$ cat src/rtl/prio_irq_pkg.sv
package prio_irq_pkg;
  parameter int N_EXT  = 5;
  parameter int N_GEN  = N_EXT - 1;
  parameter int N_INTL = 6;
  parameter int N_SRC  = N_EXT + N_INTL;
  parameter int VEC_W  = $clog2(N_SRC);
  typedef logic [VEC_W-1:0] vec_t;
endpackage

$ cat src/rtl/irq_edge_unit.sv
module irq_edge_unit #(
  parameter int SYNC_STAGES = 2,
  parameter bit FALL_ONLY   = 1'b0
) (
  input  logic clk,
  input  logic rst,
  input  logic pin,
  input  logic rise_sel,
  output logic edge_o
);
  logic [SYNC_STAGES-1:0] sh_q;
  logic prev_q;
  logic cur;
  logic use_rise;

  assign cur      = sh_q[SYNC_STAGES-1];
  assign use_rise = FALL_ONLY ? 1'b0 : rise_sel;

  always_ff @(posedge clk) begin
    if (rst) begin
      sh_q   <= '0;
      prev_q <= 1'b0;
    end else begin
      sh_q   <= {sh_q[SYNC_STAGES-2:0], pin};
      prev_q <= cur;
    end
  end

  assign edge_o = use_rise ? (cur & ~prev_q) : (~cur & prev_q);
endmodule

$ cat src/rtl/irq_prio_enc.sv
module irq_prio_enc #(
  parameter int N     = 11,
  parameter int IDX_W = 4
) (
  input  logic [N-1:0]     req,
  output logic             any,
  output logic [IDX_W-1:0] idx
);
  always_comb begin
    any = 1'b0;
    idx = '0;
    for (int i = N - 1; i >= 0; i--) begin
      if (req[i]) begin
        any = 1'b1;
        idx = IDX_W'(i);
      end
    end
  end
endmodule

$ cat src/rtl/irq_nest_stack.sv
module irq_nest_stack #(
  parameter int DEPTH = 4,
  parameter int IDX_W = 4,
  parameter int CNT_W = $clog2(DEPTH + 1)
) (
  input  logic             clk,
  input  logic             rst,
  input  logic             push,
  input  logic [IDX_W-1:0] push_idx,
  input  logic             pop,
  output logic [CNT_W-1:0] depth_o,
  output logic [IDX_W-1:0] top_o
);
  localparam int SLOT_W = (DEPTH > 1) ? $clog2(DEPTH) : 1;

  logic [IDX_W-1:0] slot_q [DEPTH];
  logic [CNT_W-1:0] depth_q;
  logic [CNT_W-1:0] base;
  logic [CNT_W-1:0] top_pos;
  logic             do_push;

  always_comb begin
    base    = (pop && depth_q != '0) ? depth_q - 1'b1 : depth_q;
    do_push = push && (base < CNT_W'(DEPTH));
    top_pos = depth_q - 1'b1;
  end

  always_ff @(posedge clk) begin
    if (do_push) slot_q[base[SLOT_W-1:0]] <= push_idx;
  end

  always_ff @(posedge clk) begin
    if (rst) depth_q <= '0;
    else     depth_q <= base + CNT_W'(do_push);
  end

  assign depth_o = depth_q;
  assign top_o   = (depth_q == '0) ? '0 : slot_q[top_pos[SLOT_W-1:0]];
endmodule

$ cat src/rtl/prio_irq_ctrl.sv
module prio_irq_ctrl
  import prio_irq_pkg::*;
#(
  parameter int SYNC_STAGES = 2,
  parameter int NEST_MAX    = 4,
  parameter int CNT_W       = $clog2(NEST_MAX + 1)
) (
  input  logic              clk,
  input  logic              rst,
  input  logic [N_EXT-1:0]  ext_pin,
  input  logic [N_INTL-1:0] int_evt,
  input  logic              cfg_we,
  input  logic [N_EXT-1:0]  cfg_en,
  input  logic [N_GEN-1:0]  cfg_rise,
  input  logic [N_SRC-1:0]  ack,
  input  logic              reti,
  input  logic              hold_clr,
  output logic              irq_req,
  output logic [VEC_W-1:0]  irq_vec,
  output logic [N_SRC-1:0]  pend_o,
  output logic [CNT_W-1:0]  svc_depth,
  output logic              hold_status
);
  logic [N_EXT-1:0] en_q;
  logic [N_GEN-1:0] rise_q;
  logic [N_EXT-1:0] ext_edge;
  logic [N_SRC-1:0] pend_q;
  logic [N_SRC-1:0] set_v;
  logic [N_SRC-1:0] take_v;
  logic             win_any, take_any, grant;
  vec_t             win_idx, take_idx, top_idx;
  logic [CNT_W-1:0] depth;
  logic             hold_q;

  always_ff @(posedge clk) begin
    if (rst) begin
      en_q   <= '0;
      rise_q <= '0;
    end else if (cfg_we) begin
      en_q   <= cfg_en;
      rise_q <= cfg_rise;
    end
  end

  irq_edge_unit #(.SYNC_STAGES(SYNC_STAGES), .FALL_ONLY(1'b1)) u_hold_edge (
    .clk(clk), .rst(rst), .pin(ext_pin[0]), .rise_sel(1'b0), .edge_o(ext_edge[0])
  );

  for (genvar g = 0; g < N_GEN; g++) begin : g_gen_pin
    irq_edge_unit #(.SYNC_STAGES(SYNC_STAGES), .FALL_ONLY(1'b0)) u_edge (
      .clk(clk), .rst(rst), .pin(ext_pin[g+1]), .rise_sel(rise_q[g]),
      .edge_o(ext_edge[g+1])
    );
  end

  assign set_v  = {int_evt, ext_edge & en_q};
  assign take_v = ack & pend_q;

  always_ff @(posedge clk) begin
    if (rst) pend_q <= '0;
    else     pend_q <= (pend_q & ~ack) | set_v;
  end

  always_ff @(posedge clk) begin
    if (rst)              hold_q <= 1'b0;
    else if (ext_edge[0]) hold_q <= 1'b1;
    else if (hold_clr)    hold_q <= 1'b0;
  end

  irq_prio_enc #(.N(N_SRC), .IDX_W(VEC_W)) u_win (
    .req(pend_q), .any(win_any), .idx(win_idx)
  );

  irq_prio_enc #(.N(N_SRC), .IDX_W(VEC_W)) u_take (
    .req(take_v), .any(take_any), .idx(take_idx)
  );

  irq_nest_stack #(.DEPTH(NEST_MAX), .IDX_W(VEC_W), .CNT_W(CNT_W)) u_stack (
    .clk(clk), .rst(rst), .push(take_any), .push_idx(take_idx), .pop(reti),
    .depth_o(depth), .top_o(top_idx)
  );

  assign grant = win_any &&
                 ((depth == '0) ||
                  ((depth < CNT_W'(NEST_MAX)) && (win_idx < top_idx)));

  always_ff @(posedge clk) begin
    if (rst) begin
      irq_req <= 1'b0;
      irq_vec <= '0;
    end else begin
      irq_req <= grant;
      irq_vec <= grant ? win_idx : '0;
    end
  end

  assign pend_o      = pend_q;
  assign svc_depth   = depth;
  assign hold_status = hold_q;
endmodule

$ cat config.mk
export PLATFORM = sky130hd
export DESIGN_NAME = prio_irq_ctrl
export DESIGN_NICKNAME = d
export VERILOG_FILES = /design/src/rtl/prio_irq_pkg.sv /design/src/rtl/irq_edge_unit.sv /design/src/rtl/irq_prio_enc.sv /design/src/rtl/irq_nest_stack.sv /design/src/rtl/prio_irq_ctrl.sv
export SDC_FILE = /design/constraint.sdc
export NUM_CORES = 1
export LEC_CHECK = 0
export BUFFER_PORTS_ARGS = -buffer_cell sky130_fd_sc_hd__buf_2
export CORE_MARGIN = 5
export CORE_UTILIZATION = 40
export CTS_BUF_LIST = sky130_fd_sc_hd__clkbuf_4 sky130_fd_sc_hd__clkbuf_8
export DETAILED_ROUTE_END_ITERATION = 16
export HOLD_SLACK_MARGIN = 0.05
export PLACE_DENSITY = 0.65
export SYNTH_ARGS = -nofsm -noshare
export SYNTH_HDL_FRONTEND = slang
export SYNTH_SLANG_ARGS = --single-unit
$ cat constraint.sdc
create_clock -name clk -period 2.3 [get_ports clk]
set_input_delay 0.115 -clock clk [delete_from_list [all_inputs] [get_ports clk]]
set_output_delay 0.115 -clock clk [all_outputs]
set_load 0.1 [all_outputs]
=== Yosys cells after proc, flatten, opt, wreduce, memory -nomap -nowiden ===
Memories as Yosys holds them, arrays and structs flattened.
Index checks and enable logic that the tools add are counted.
Widths: inputs -> output; s select.

* Memories kept: 1
* Register bits after elaboration: 44
* Input port bits: 36
* Output and inout bits: 20
* Logic and storage cells: 110
* RAM bits: 16

* Magnitude comparators: 3
* Reductions and logical operators: 9
* Bitwise operators: 24
* $add $sub $neg: 2
* Multiplexer cells: 54

{| class="wikitable"
|+ Memories
! memory !! words !! width !! rd ports !! clocked after Yosys merged registers in !! wr ports !! line !! text
|-
| u_stack.slot_q || 4 || 4 || 1 || 0 || 1 || irq_nest_stack.sv:16 || <nowiki>logic [IDX_W-1:0] slot_q [DEPTH];</nowiki>
|}

{| class="wikitable"
|+ Operators with widths
! cell !! number
|-
| $mux 4 || 23
|-
| $mux 1 || 30
|-
| $and 11x11->11 || 2
|-
| $not 11->11 || 1
|-
| $or 11x11->11 || 1
|-
| $not 1->1 || 10
|-
| $and 1x1->1 || 9
|-
| $lt 3x3->1 const B || 2
|-
| $and 5x5->5 || 1
|-
| $logic_and 1x1->1 || 4
|-
| $lt 4x4->1 || 1
|-
| $add 3x1->3 || 1
|-
| $logic_not 3->1 || 1
|-
| $mux 3 || 1
|-
| $reduce_bool 3->1 || 1
|-
| $sub 3x1->3 const B || 1
|-
| $reduce_bool 2->1 || 1
|-
| $reduce_or 2->1 || 1
|-
| $logic_or 1x1->1 || 1
|}

=== Longest topological paths before layout ===
* Depth after elaboration: 17
* Mapped depth: 12
* Gate-level depth less buffers: 11

=== Hierarchy ===
A second synthesis with hierarchy kept.

* Cells, all modules: 250
* Area, all modules: 2646.3 um^2

{| class="wikitable"
|+ Modules (own cells, without submodules)
! module !! times used !! cells each !! sequential area each (um^2) !! area an instance (um^2)
|-
| prio_irq_ctrl || 1 || 113 || 520.5 || 1037.2
|-
| irq_nest_stack || 1 || 56 || 540.5 || 890.9
|-
| irq_edge_unit at g_gen_pin[0].u_edge ... || 4 || 9 || 60.1 || 101.3
|-
| irq_prio_enc || 2 || 19 || 0.0 || 112.6
|-
| irq_edge_unit at u_hold_edge || 1 || 7 || 60.1 || 87.6
|}

=== Least setup slack after synthesis ===
Ideal clock, no wire load.

* Path type: register -> register
* Start: reg u_stack.depth_q[0], in the netlist u_stack.depth_o[0]
* End: reg irq_vec[1]
* Period minus slack after synthesis: 3234 ps
* Data arrival time: 3175 ps
* Cell stages (with the launch flop): 11
* Setup time: 59 ps
* Slack: -934 ps
* Path buffers: 1
* Data required time: 2241 ps
* Path through: dfxtp_1 -> buf_6 -> inv_1 -> ha_1 -> mux4_2 -> nand2_1 -> ha_1 -> a2111oi_0 -> nor3b_1 -> a32o_1 -> and2_1

* Word-level cells in the longest chain between the ends: 9
* Elaborated cells between the ends (all ways): 11
* Classes of those cells: add/sub: 1; order compare: 2; mux: 1; bitwise: 1; reduce/logical: 5; memory: 1

{| class="wikitable"
|+ RTL lines
! item !! line !! text
|-
| start, declared || irq_nest_stack.sv:17 || <nowiki>logic [CNT_W-1:0] depth_q;</nowiki>
|-
| start signal, assigned || irq_nest_stack.sv:34 || <nowiki>else depth_q <= base + CNT_W'(do_push);</nowiki>
|-
| $sub 3x1->3 || -- ||
|-
| $mem_v2 4x4 || -- ||
|-
| $mux 4 || irq_nest_stack.sv:38 || <nowiki>assign top_o = (depth_q == '0) ? '0 : slot_q[top_pos[SLOT_W-1:0]];</nowiki>
|-
| $lt 4x4->1 || prio_irq_ctrl.sv:85 || <nowiki>((depth < CNT_W'(NEST_MAX)) && (win_idx < top_idx)));</nowiki>
|-
| $logic_and 1x1->1 || prio_irq_ctrl.sv:85 ||
|-
| $logic_or 1x1->1 (*) || prio_irq_ctrl.sv:84 || <nowiki>((depth == '0) ||</nowiki>
|-
| $logic_and 1x1->1 (*) || prio_irq_ctrl.sv:83 || <nowiki>assign grant = win_any &&</nowiki>
|-
| $not 1->1 (no line) (*) || -- ||
|-
| $reduce_or 2->1 (no line) (*) || -- ||
|-
| end signal, assigned || prio_irq_ctrl.sv:93 || <nowiki>irq_vec <= grant ? win_idx : '0;</nowiki>
|-
| end, declared || prio_irq_ctrl.sv:19 || <nowiki>output logic [VEC_W-1:0] irq_vec,</nowiki>
|}

Every way passes the cells marked *; elsewhere a longest branch is shown, timed or not.
A chain may end at the register's enable or synchronous reset.

=== Worst setup path after layout ===
* Start: reg pend_q[6], in the netlist pend_o[6]
* End: reg irq_vec[3]

* Word-level cells in the longest chain between the ends: 13
* Elaborated cells between the ends (all ways): 20
* Classes of those cells: order compare: 1; mux: 14; bitwise: 1; reduce/logical: 4

{| class="wikitable"
|+ RTL lines
! item !! line !! text
|-
| start, declared || prio_irq_ctrl.sv:27 || <nowiki>logic [N_SRC-1:0] pend_q;</nowiki>
|-
| start signal, assigned || prio_irq_ctrl.sv:61 || <nowiki>else pend_q <= (pend_q & ~ack) | set_v;</nowiki>
|-
| $mux 4 (7 in series) || irq_prio_enc.sv:13 || <nowiki>if (req[i]) begin</nowiki>
|-
| net u_win.idx[2] || irq_prio_enc.sv:7 || <nowiki>output logic [IDX_W-1:0] idx</nowiki>
|-
| $lt 4x4->1 || prio_irq_ctrl.sv:85 ||
|-
| $logic_and 1x1->1 || prio_irq_ctrl.sv:85 ||
|-
| $logic_or 1x1->1 || prio_irq_ctrl.sv:84 ||
|-
| $logic_and 1x1->1 || prio_irq_ctrl.sv:83 ||
|-
| $not 1->1 (no line) || -- ||
|-
| $reduce_or 2->1 (no line) || -- ||
|}

The timed path passes the listed nets, and every way through them passes these cells.

==> metrics.md <==
| Metric | Value |
|---|---|
| Post-route insts no fill | 430 |
| Routability congestion estimate from global placement | slightly below 0.8 |
| Root Driver | clkbuf_8 |
| Critical Path End Type | flip-flop |
| Clock Path Buffers | 2 |
| Initial detailed-routing violation count | 101 |
| 1st-pass router iterations | 5 |
| Site Rows | 28 |
| FMAX | roughly 430 MHz |
| Clock-pin slew on the worst setup and hold paths | approximately 0.070 ns |
| Avg Inst Size Synth | ~10 sq um |
| Count leader, synth | dfxtp_1 |
| Diodes inserted | 0 |
| Clock Skew | 0.0108 ns |
| Via count | 2,065 |
| Hold Path Class | in -> reg |
| GRT met3 Usage | 0.0590 |
| Largest net degree at the start of global routing | just over 40 |
| Fin nets | approximately 400 |
| Placed instance area | about 0.0031 sq mm |
| Min-delay src | ack[8] |
| First-pass GRT wire length | between 9 and 10 mm |
| Die Area | 0.00797 sq mm |
| TritonCTS clock tree | done |
| M1 GR Usage | 0.196 |
| Busiest grt layer | met2 |
| FFs w/ async S/R, synth | 0 |
| Cts bufs inserted | 9 |
| Failing checks | negative setup slack |
| GR Util All Layers | 0.164 |
| Multi-input logic area | 0.00114 sq mm |
| Total clock sinks | 60 |
| RR Startpoint | pend_o[6]$_SDFF_PP0_ |
| Slew headroom | 0.624 |
| Die width | between 80 and 90 microns |
| Core region area | ~0.0060 sq mm |
| PortBufs | 55 |
| Met2 Usage GRT | 0.278 |
| Place WS | -0.0402 ns |
| Top post-synthesis cells by count | dfxtp_1 (44), nor2_1 (31), nand2_1 (26), nor2b_1 (21), edfxtp_1 (16) |
| CP startpoint | pend_o[6]$_SDFF_PP0_ |
| Fillcell total | around 530 |
| Routed WL | 5.95 mm |
| Pins Over Slew Limit | 0 |
| Yosys top cell by area | dfxtp_1 |
| Outcome | finished with violations |
| Setup ws final | -0.0320 ns |
| Initial Util | 0.417 |
| Number of global-route vias before repair | ~2.1k |
| VDD IR max | 0.728 mV |
| DR WL/cell | 13.8 microns |
| Top cell type's share of synthesized area | 0.350 |
| Clock Latency Late Sink | between 0.3 and 0.4 ns |
| Post-route minimum period | 2.33 ns |
| YS warnings | 0 |
| Power density cells | 1100 mW/mm^2 |
| DIE HEIGHT | approximately 90 microns |
| Crit path required time | ~2.5 ns |
| RSZ-0062 raised after global routing | true |
| Synth top area cells | dfxtp_1 (35%), edfxtp_1 (19%), nor2b_1 (5.2%), nor2_1 (4.6%), nand2_1 (3.9%) |
| CP Max Fanout | 4 |
| Post-synth top flop | dfxtp_1 |
| Leakage dissipation | ~1.6 nW |
| I/O pin count | 56 |
| Max-cap violations | 0 |
| Synth Register Bits | 60 |
| Final period util | 1.01 |
| Initial antenna violation count | 0 |
| Reg area | between 0.001 and 0.0015 sq mm |
| Power, Total | slightly below 4 mW |
| Worst EP arrival | ~2.6 ns |
| Syn_nets | ~290 |
| Post-DP HPWL | between 4 and 5 mm |
| Area Overhead vs Synth | 42.1% |
| Least-Margin Pin Slew | between 0.5 and 0.6 ns |
| Remaining global-route overflow | 0 |
| # setup viols final | 3 |
| H-tree levels | 3 |
| Cells after Synth | between 200 and 250 |
| Syn Std Cell Area | roughly 0.0025 sq mm |
| Hold Vio Cnt, Final | 0 |
| Register area share after synthesis | 0.542 |
| CP startpoint kind | flip-flop |
| Layout cell share with drive strength beyond 1 | 0.346 |
| DR vias/cell | 4.80 |
| Synth cell types | 40 |
| Post-Place Cells | slightly below 400 |
| Post-route cell area | between 0.003 and 0.004 sq mm |
| Post-route ant nets | 0 |
| WS Path Type | reg -> reg |
| Drt drc | 0 |
| Post-synth EDFFs | 16 |
per-stage QoR:
stage                     setup TNS (ns)  hold WS (ns)   util
after global placement                 0         0.322  0.513
after global routing              -0.477        0.0755  0.593
after CTS                        -0.0420        0.0599  0.591
after detailed placement          -0.120         0.328  0.513
after floorplan                   -0.491         0.231      -
final                            -0.0864        0.0766  0.593
state kept, by name, indices dropped and copies added (netlist names):
register / cells
u_stack.slot_q: 16
u_hold_edge.prev_q: 1
u_stack.depth_o: 3
pend_o: 11
rise_q: 4
hold_status: 1
g_gen_pin.u_edge.sh_q: 8
irq_vec: 4
g_gen_pin.u_edge.prev_q: 4
en_q: 5
u_hold_edge.sh_q: 2
irq_req: 1
area by class of cell:
| class | instances | share of cell area |
|---|---|---|
| multi-input combinational | 168 | 0.321 |
| tap | 75 | 0.0263 |
| clock buffer | 9 | 0.0347 |
| timing repair buffer | 97 | 0.184 |
| inverter | 14 | 0.0154 |
| clock inverter | 7 | 0.0284 |
| sequential | 60 | 0.390 |
per-layer routing:
metal / vias up / wire [microns]
met1: 942 / 2510
met5: - / 0
met2: 54 / 3020
met3: 6 / 365
li1: 1063 / -
met4: 0 / 55
cell usage in the layout, fill, tap and decap left out, types with 4 or more instances in the layout:
cell,count
mux2i_1,9
inv_1,12
dfxtp_1,30
o21ai_0,5
nand2_1,25
buf_2,55
nand2b_1,4
buf_4,19
and2_1,4
nor3_1,8
nor2b_1,21
a21oi_1,15
dfxtp_2,8
nor2_1,31
dfxtp_4,6
dlygate4sd3_1,22
edfxtp_1,16
mux4_2,4
ha_1,5
clkbuf_8,9
power breakdown:
group / switching, mW / internal, mW / total, mW
Combinational: 0.970 / 0.556 / 1.53
Clock: 0.429 / 0.614 / 1.04
Sequential: 0.0715 / 1.29 / 1.36
cell families after synthesis:
family	count (synthesis)	share of synthesized area
AOI/OAI and AO/OA	37	0.0936
xor gates and xnor gates	2	0.00697
adders and majority gates	7	0.0348
buffers and inverters	20	0.0329
DFF	60	0.542
muxes	13	0.0717
and+or+nand+nor	109	0.219
critical path: stages, from the launching register on:
cell and delay [ns]:
dfxtp_4 0.34, or4_4 0.56, and2b_1 0.20, ha_1 0.27, o211ai_1 0.13, a31oi_1 0.22
nor3b_2 0.07, a32o_2 0.29, and2_1 0.15
path summary, 6_finish.rpt:
path,endpoint,slack [ns],depth (start not counted)
setup / recovery,irq_vec[3]$_SDFF_PP0_,-0.03,8
hold / removal,pend_o[8]$_SDFF_PP0_,0.08,4
setup reg to reg,irq_vec[3]$_SDFF_PP0_,-0.03,8
hold reg to reg,g_gen_pin[3].u_edge.sh_q[1]$_SDFF_PP0_,0.44,1
repair_timing:
item,CTS,global route
setup endpoints to repair,4,7
pin swaps,5,6
buffers inserted,2,0
resized for setup,2,4
hold buffers,22,0
endpoints found under the hold margin,22,0
Power figures use the tool's default switching activity.
